--- src/rtl/clkmux_pkg.sv ---
package clkmux_pkg;

   // Field widths fixed by the divide table and the source count
   localparam int SRC_W    = 3;
   localparam int DIV_W    = 2;
   localparam int SLOT_W   = SRC_W + DIV_W;
   localparam int SRC_SPAN = 2 ** SRC_W;   // code 0 means "off"
   localparam int RATIO_W  = 3;

   typedef struct packed {
      logic [SRC_W-1:0] src;
      logic [DIV_W-1:0] div;
   } slot_t;

   // Standard table: the codes are deliberately not in ratio order
   function automatic logic [RATIO_W-1:0] ratio_std(input logic [DIV_W-1:0] code);
      case (code)
         2'd0:    return 3'd1;
         2'd1:    return 3'd4;
         2'd2:    return 3'd1;
         default: return 3'd2;
      endcase
   endfunction

   // Alternate table: code 2 gives the odd ratio
   function automatic logic [RATIO_W-1:0] ratio_alt(input logic [DIV_W-1:0] code);
      case (code)
         2'd0:    return 3'd1;
         2'd1:    return 3'd4;
         2'd2:    return 3'd3;
         default: return 3'd2;
      endcase
   endfunction

   // Number of counter states, counted from the restart, during which the output is high
   function automatic logic [RATIO_W-1:0] high_states(input logic [RATIO_W-1:0] ratio);
      return (ratio == 3'd3) ? 3'd1 : (ratio >> 1);
   endfunction

endpackage

--- src/rtl/clksel_sync.sv ---
module clksel_sync #(
   parameter int N_SRC = 7
) (
   input  logic             clk,
   input  logic             rst_n,
   input  logic [N_SRC-1:0] src_i,
   output logic [N_SRC-1:0] lvl_o,
   output logic [N_SRC-1:0] rise_o
);
   // One synchronizer and edge detector per source, shared by all selectors
   for (genvar s = 0; s < N_SRC; s++) begin : g_src
      logic meta_q, sync_q, prev_q;
      always_ff @(posedge clk) begin
         if (!rst_n) begin
            meta_q <= 1'b0;
            sync_q <= 1'b0;
            prev_q <= 1'b0;
         end else begin
            meta_q <= src_i[s];
            sync_q <= meta_q;
            prev_q <= sync_q;
         end
      end
      assign lvl_o[s]  = sync_q;
      assign rise_o[s] = sync_q & ~prev_q;
   end
endmodule

--- src/rtl/clksel_regs.sv ---
module clksel_regs
   import clkmux_pkg::*;
#(
   parameter int               NUM_SEL  = 6,
   parameter int               CTRL_W   = 32,
   parameter logic [CTRL_W-1:0] RST_CTRL = '0
) (
   input  logic                      clk,
   input  logic                      rst_n,
   input  logic                      wr_en,
   input  logic [CTRL_W-1:0]         wr_data,
   input  logic [NUM_SEL-1:0]        resume,
   output logic [NUM_SEL*SLOT_W-1:0] ctrl_o
);
   localparam int USED_W = NUM_SEL * SLOT_W;

   for (genvar i = 0; i < NUM_SEL; i++) begin : g_slot
      localparam slot_t RST_SLOT = RST_CTRL[i*SLOT_W +: SLOT_W];
      localparam logic [SRC_W-1:0] RST_MEM =
         (RST_SLOT.src != '0) ? RST_SLOT.src : SRC_W'(1);

      slot_t            fld_q;
      logic [SRC_W-1:0] mem_q;   // last non-zero source code
      slot_t            wr_fld;

      assign wr_fld = wr_data[i*SLOT_W +: SLOT_W];

      always_ff @(posedge clk) begin
         if (!rst_n) begin
            fld_q <= RST_SLOT;
            mem_q <= RST_MEM;
         end else if (wr_en) begin
            fld_q <= wr_fld;
            if (wr_fld.src != '0) mem_q <= wr_fld.src;
         end else if (resume[i]) begin
            fld_q.src <= mem_q;
         end
      end
      assign ctrl_o[i*SLOT_W +: SLOT_W] = fld_q;
   end

   if (CTRL_W > USED_W) begin : g_spare
      logic unused_spare;
      assign unused_spare = ^wr_data[CTRL_W-1:USED_W];
   end
endmodule

--- src/rtl/clksel_slot.sv ---
module clksel_slot
   import clkmux_pkg::*;
#(
   parameter bit ALT_TABLE = 1'b0
) (
   input  logic                clk,
   input  logic                rst_n,
   input  logic [SRC_SPAN-1:0] lvl_i,    // index = source code, bit 0 tied low
   input  logic [SRC_SPAN-1:0] rise_i,
   input  slot_t               req_i,
   output logic                clk_o,
   output logic [SRC_W-1:0]    act_src_o
);
   slot_t               act_q;
   logic [1:0]          cnt_q;
   logic [1:0]          cnt_nxt;
   logic                restart_q;
   logic                out_q;
   logic [RATIO_W-1:0]  ratio;
   logic                pending;
   logic                req_lvl;

   if (ALT_TABLE) begin : g_alt
      assign ratio = ratio_alt(act_q.div);
   end else begin : g_std
      assign ratio = ratio_std(act_q.div);
   end

   assign pending = (req_i != act_q);
   assign req_lvl = lvl_i[req_i.src];

   always_comb begin
      if (restart_q)                           cnt_nxt = 2'd0;
      else if ({1'b0, cnt_q} == ratio - 3'd1)  cnt_nxt = 2'd0;
      else                                     cnt_nxt = cnt_q + 2'd1;
   end

   always_ff @(posedge clk) begin
      if (!rst_n) begin
         act_q     <= '0;
         cnt_q     <= 2'd0;
         restart_q <= 1'b1;
         out_q     <= 1'b0;
      end else if (pending && !out_q) begin
         // Reconfigure only in a low phase: gate off first, then gate on while the new source is low
         if (act_q.src != '0 && act_q.src != req_i.src) begin
            act_q.src <= '0;
         end else if (!req_lvl) begin
            act_q     <= req_i;
            restart_q <= 1'b1;
         end
      end else if (act_q.src != '0) begin
         if (ratio == 3'd1) begin
            out_q <= lvl_i[act_q.src];
            if (rise_i[act_q.src]) restart_q <= 1'b0;
         end else if (rise_i[act_q.src]) begin
            cnt_q     <= cnt_nxt;
            restart_q <= 1'b0;
            out_q     <= ({1'b0, cnt_nxt} < high_states(ratio));
         end
      end
   end

   assign clk_o     = out_q;
   assign act_src_o = act_q.src;
endmodule

--- src/rtl/clksel_bank.sv ---
module clksel_bank
   import clkmux_pkg::*;
#(
   parameter int                NUM_SEL   = 6,
   parameter int                CTRL_W    = 32,
   parameter bit                ALT_TABLE = 1'b0,
   parameter logic [CTRL_W-1:0] RST_CTRL  = '0
) (
   input  logic                 clk,
   input  logic                 rst_n,
   input  logic                 wr_en,
   input  logic [CTRL_W-1:0]    wr_data,
   input  logic [NUM_SEL-1:0]   resume,
   output logic [CTRL_W-1:0]    rd_data,
   input  logic [SRC_SPAN-2:0]  src_clk,
   output logic [NUM_SEL-1:0]   clk_out
);
   localparam int NUM_SRC = SRC_SPAN - 1;
   localparam int USED_W  = NUM_SEL * SLOT_W;

   initial begin
      if (USED_W > CTRL_W)
         $error("clksel_bank: %0d slots do not fit a %0d-bit control word", NUM_SEL, CTRL_W);
      if (NUM_SEL < 1)
         $error("clksel_bank: NUM_SEL must be at least 1");
   end

   logic [USED_W-1:0]        ctrl;
   logic [NUM_SRC-1:0]       lvl, rise;
   logic [SRC_SPAN-1:0]      lvl_ext, rise_ext;
   logic [NUM_SEL*SRC_W-1:0] act_src_flat;

   clksel_regs #(
      .NUM_SEL (NUM_SEL),
      .CTRL_W  (CTRL_W),
      .RST_CTRL(RST_CTRL)
   ) u_regs (
      .clk    (clk),
      .rst_n  (rst_n),
      .wr_en  (wr_en),
      .wr_data(wr_data),
      .resume (resume),
      .ctrl_o (ctrl)
   );

   clksel_sync #(.N_SRC(NUM_SRC)) u_sync (
      .clk   (clk),
      .rst_n (rst_n),
      .src_i (src_clk),
      .lvl_o (lvl),
      .rise_o(rise)
   );

   assign lvl_ext  = {lvl, 1'b0};
   assign rise_ext = {rise, 1'b0};

   for (genvar i = 0; i < NUM_SEL; i++) begin : g_sel
      clksel_slot #(.ALT_TABLE(ALT_TABLE)) u_slot (
         .clk      (clk),
         .rst_n    (rst_n),
         .lvl_i    (lvl_ext),
         .rise_i   (rise_ext),
         .req_i    (ctrl[i*SLOT_W +: SLOT_W]),
         .clk_o    (clk_out[i]),
         .act_src_o(act_src_flat[i*SRC_W +: SRC_W])
      );
   end

   if (CTRL_W > USED_W) begin : g_pad
      assign rd_data = {{(CTRL_W-USED_W){1'b0}}, ctrl};
   end else begin : g_full
      assign rd_data = ctrl;
   end
endmodule

--- config.mk ---
export PLATFORM = sky130hd
export DESIGN_NAME = clksel_bank
export DESIGN_NICKNAME = d
export VERILOG_FILES = /design/src/rtl/clkmux_pkg.sv /design/src/rtl/clksel_sync.sv /design/src/rtl/clksel_regs.sv /design/src/rtl/clksel_slot.sv /design/src/rtl/clksel_bank.sv
export SDC_FILE = /design/constraint.sdc
export NUM_CORES = 1
export LEC_CHECK = 0
export BUFFER_PORTS_ARGS = -buffer_cell sky130_fd_sc_hd__buf_4
export CORE_UTILIZATION = 45
export DETAILED_ROUTE_END_ITERATION = 8
export GPL_ROUTABILITY_DRIVEN = 0
export PLACE_DENSITY = 0.7
export SETUP_SLACK_MARGIN = 0.1
export SLEW_MARGIN = 20
export SYNTH_ARGS = -nofsm -noshare
export SYNTH_HDL_FRONTEND = slang
export SYNTH_SLANG_ARGS = --single-unit
--- constraint.sdc ---
create_clock -name clk -period 1.95 [get_ports clk]
set_input_delay 0.2925 -clock clk [delete_from_list [all_inputs] [get_ports clk]]
set_output_delay 0.2925 -clock clk [all_outputs]
set_load 0.05 [all_outputs]
==> flow_summary.toml <==
[timing]
finalSetupViolations = 30
fin_ws_ps = -171
clock_skew_ps = 4.20
worst_slew_pin_slew_ps = 578
report.final.slew_viol_count = 0
period_share_pct = 109
fmax_mhz = 471
rsz0062_at_grt = "yes"
whs_ps = 81.8
relSlewSlack_pct = 60.5
finalCriticalPeriod_ps = 2120
final_hold_viol_count = 0
fin_setup_tns_ps = -1990

[die]
io_pins = 86
start_util_pct = 46.3
dieArea_um2 = 16300
core_area_um2 = 15300
die_w_um = 128
chipHeight_um = 128
core.rowCount = 45

[final_layout]
fin_nets = 987
nFillCells = 1300
area_growth_pct = 32.3
stdcell_area_um2 = 9390
stdcell_count = 1157
final_util_pct = 61.3
drive_gt1_share_pct = 32.7
diodes = 0

[clock_network]
cts.sinks = 123
cts_buffers = 17
htreeDepth = 4
cts_root_buffer = "clkbuf_16"
cts_tree = "yes"
cts_buffer_depth = 2
clk_latency_ps = 420
clk_pin_slew_ps = 60

[yosys]
netlist-cell-type-count = 63
synth_seq_cells = 123
post-synth-top-area-fraction_pct = 34.7
synth_flop_cell = "dfxtp_1"
syn_inst = 804
yosys.area.top_type = "dfxtp_1"
ys_warn_count = 0
synthArstFlopShare_pct = 0
ys_top_cells_by_area = "dfxtp_1 (35%), mux2i_1 (8.6%), mux4_2 (5.4%)"
synth_enable_flop_cells = 0
syn_avg_cell_area_um2 = 8.83
ys_top_cells_by_count = "dfxtp_1 (123), nand2_1 (96), mux2i_1 (61), o21ai_0 (48), clkbuf_1 (45)"
yosysMostFrequentCell = "dfxtp_1"
yosysSeqAreaShare_pct = 34.7
synth_area_um2 = 7100

[detailed_routing]
vias = 6316
drt_wl_total_mm = 17.9
first_iter_violations = 440
first_pass_iters = 5
drc = 0
wl_per_cell_um = 15.5
avgViaCountPerCell = 5.46
ant_nets = 0

[power_and_ir_drop]
clkPwrFrac_pct = 38.3
p_int_mw = 5.62
swShare_pct = 30.4
p_leak_nw = 3.73
total_power_mw = 8.08
p_comb_share_pct = 25.7
vdd_ir_drop_max_v = 0.000603
power_density_nw_per_um2 = 860
switching_power_mw = 2.46
seq_power_share_pct = 35.9

[setup_path]
start_kind = "register"
critPathMaxFanout = 3
cp_data_arrival_time_ps = 2430
crit_type = "reg -> reg"
path_cells = "buf_6 > mux2_4 > mux4_2 > a2111oi_4 > buf_4 > mux2i_1 > nor2_1"
reg2reg_setup_slack_ps = -170
cp-end-kind = "register"
crit_buf_inv = 2
crit_required_ps = 2260
slowest_stage = "mux4_2"
slowest_delay_ps = 530
cp_top_family = "multiplexers"

[place]
place_ws_ps = -205
io_buffers = 81
place_area_um2 = 8350
dpl.cell_count = 1108
dpl.hpwl_mm = 12.2

[global_routing]
grt_overflow = 0
grt_pass1_vias = 6003
grt_max_degree = 66
groute.usage.overall_pct = 22.9
grt_antenna_before_repair = 0
grt_pass1_wl_mm = 29.6

[run_status]
violations = "setup timing"
status = "finished with violations"

[worst_hold_path]
min_path_type = "in -> reg"

[flow_run]
max-cap-violations = 0
==> cell usage in the layout, fill, tap and decap left out, types with 14 or more instances in the layout <==
master     count
and2_1        43
o21ai_0       47
buf_4        152
mux4_2        17
buf_6         14
dfxtp_1      103
nand2_1       91
nor2_1        33
clkbuf_16     17
inv_1         22
xnor2_1       25
mux2i_1       61
nand2b_1      19
a21oi_1       36
==> state kept, by name, summed over array words and instances (netlist names) <==
signal,cells
u_sync.g_src.prev_q,7
u_regs.ctrl_o,30
u_sync.g_src.sync_q,7
u_regs.g_slot.mem_q,18
g_sel.u_slot.clk_o,6
g_sel.u_slot.act_src_o,18
u_sync.g_src.meta_q,7
g_sel.u_slot.restart_q,6
g_sel.u_slot.act_q,12
g_sel.u_slot.cnt_q,12
==> cell type report <==
class | count | area [um^2] | share of cell area (%)
clock inverters | 12 | 123 | 1.31
well taps | 211 | 264 | 2.81
flip-flops and latches | 123 | 2520 | 26.8
repair buffers | 170 | 1380 | 14.7
multi-input cells | 598 | 4560 | 48.6
clock buffers | 20 | 457 | 4.86
inverters | 23 | 86.3 | 0.919
==> power groups by stage <==
stage                     logic (mW)  clock network [mW]  registers, mW
final                           2.08                3.10           2.90
after global routing            2.24                3.27           2.93
after CTS                       1.97                3.13           2.89
after detailed placement        1.83                   0           2.95
after global placement          1.81                   0           2.94
after floorplan                 1.21                   0           2.97
==> logic make-up (layout without fill, tap and decap cells) <==
family	count (synthesis)	count (layout)	synth area share, %
and+or+nand+nor	277	277	20.0
AOI/OAI and AO/OA	189	189	18.4
DFF	123	123	34.7
muxes	94	94	16.9
buffers and inverters	84	225	5.22
xor gates and xnor gates	30	30	3.70
adders and majority gates	6	6	1.06
other	1	2	0.0528
==> path summary, 6_finish.rpt <==
path | from | to | cells after the start
worst max-delay path | u_sync.g_src[5].sync_q | g_sel[2].u_slot.act_q[1] | 7
worst max register to register | u_sync.g_src[5].sync_q | g_sel[2].u_slot.act_q[1] | 7
worst min register to register | u_sync.g_src[4].meta_q | u_sync.g_src[4].sync_q | 1
worst min-delay path | src_clk[2] | u_sync.g_src[2].meta_q | 2
==> metal layers <==
metal	vias to the layer above	routed length, um	global-route usage (%)
li1	3137	-	-
met1	2992	8750	31.4
met2	161	8040	35.2
met3	26	775	4.52
met4	0	331	9.27
met5	-	0	0
==> timing repair <==
action | 4_1_cts | 5_1_grt
endpoints found under the setup margin | 50 | 53
setup buffers | 14 | 3
hold buffers | 0 | 0
resized for setup | 47 | 34
pin swaps | 17 | 20
hold endpoints to repair | 0 | 0
Power figures use the tool's default switching activity.
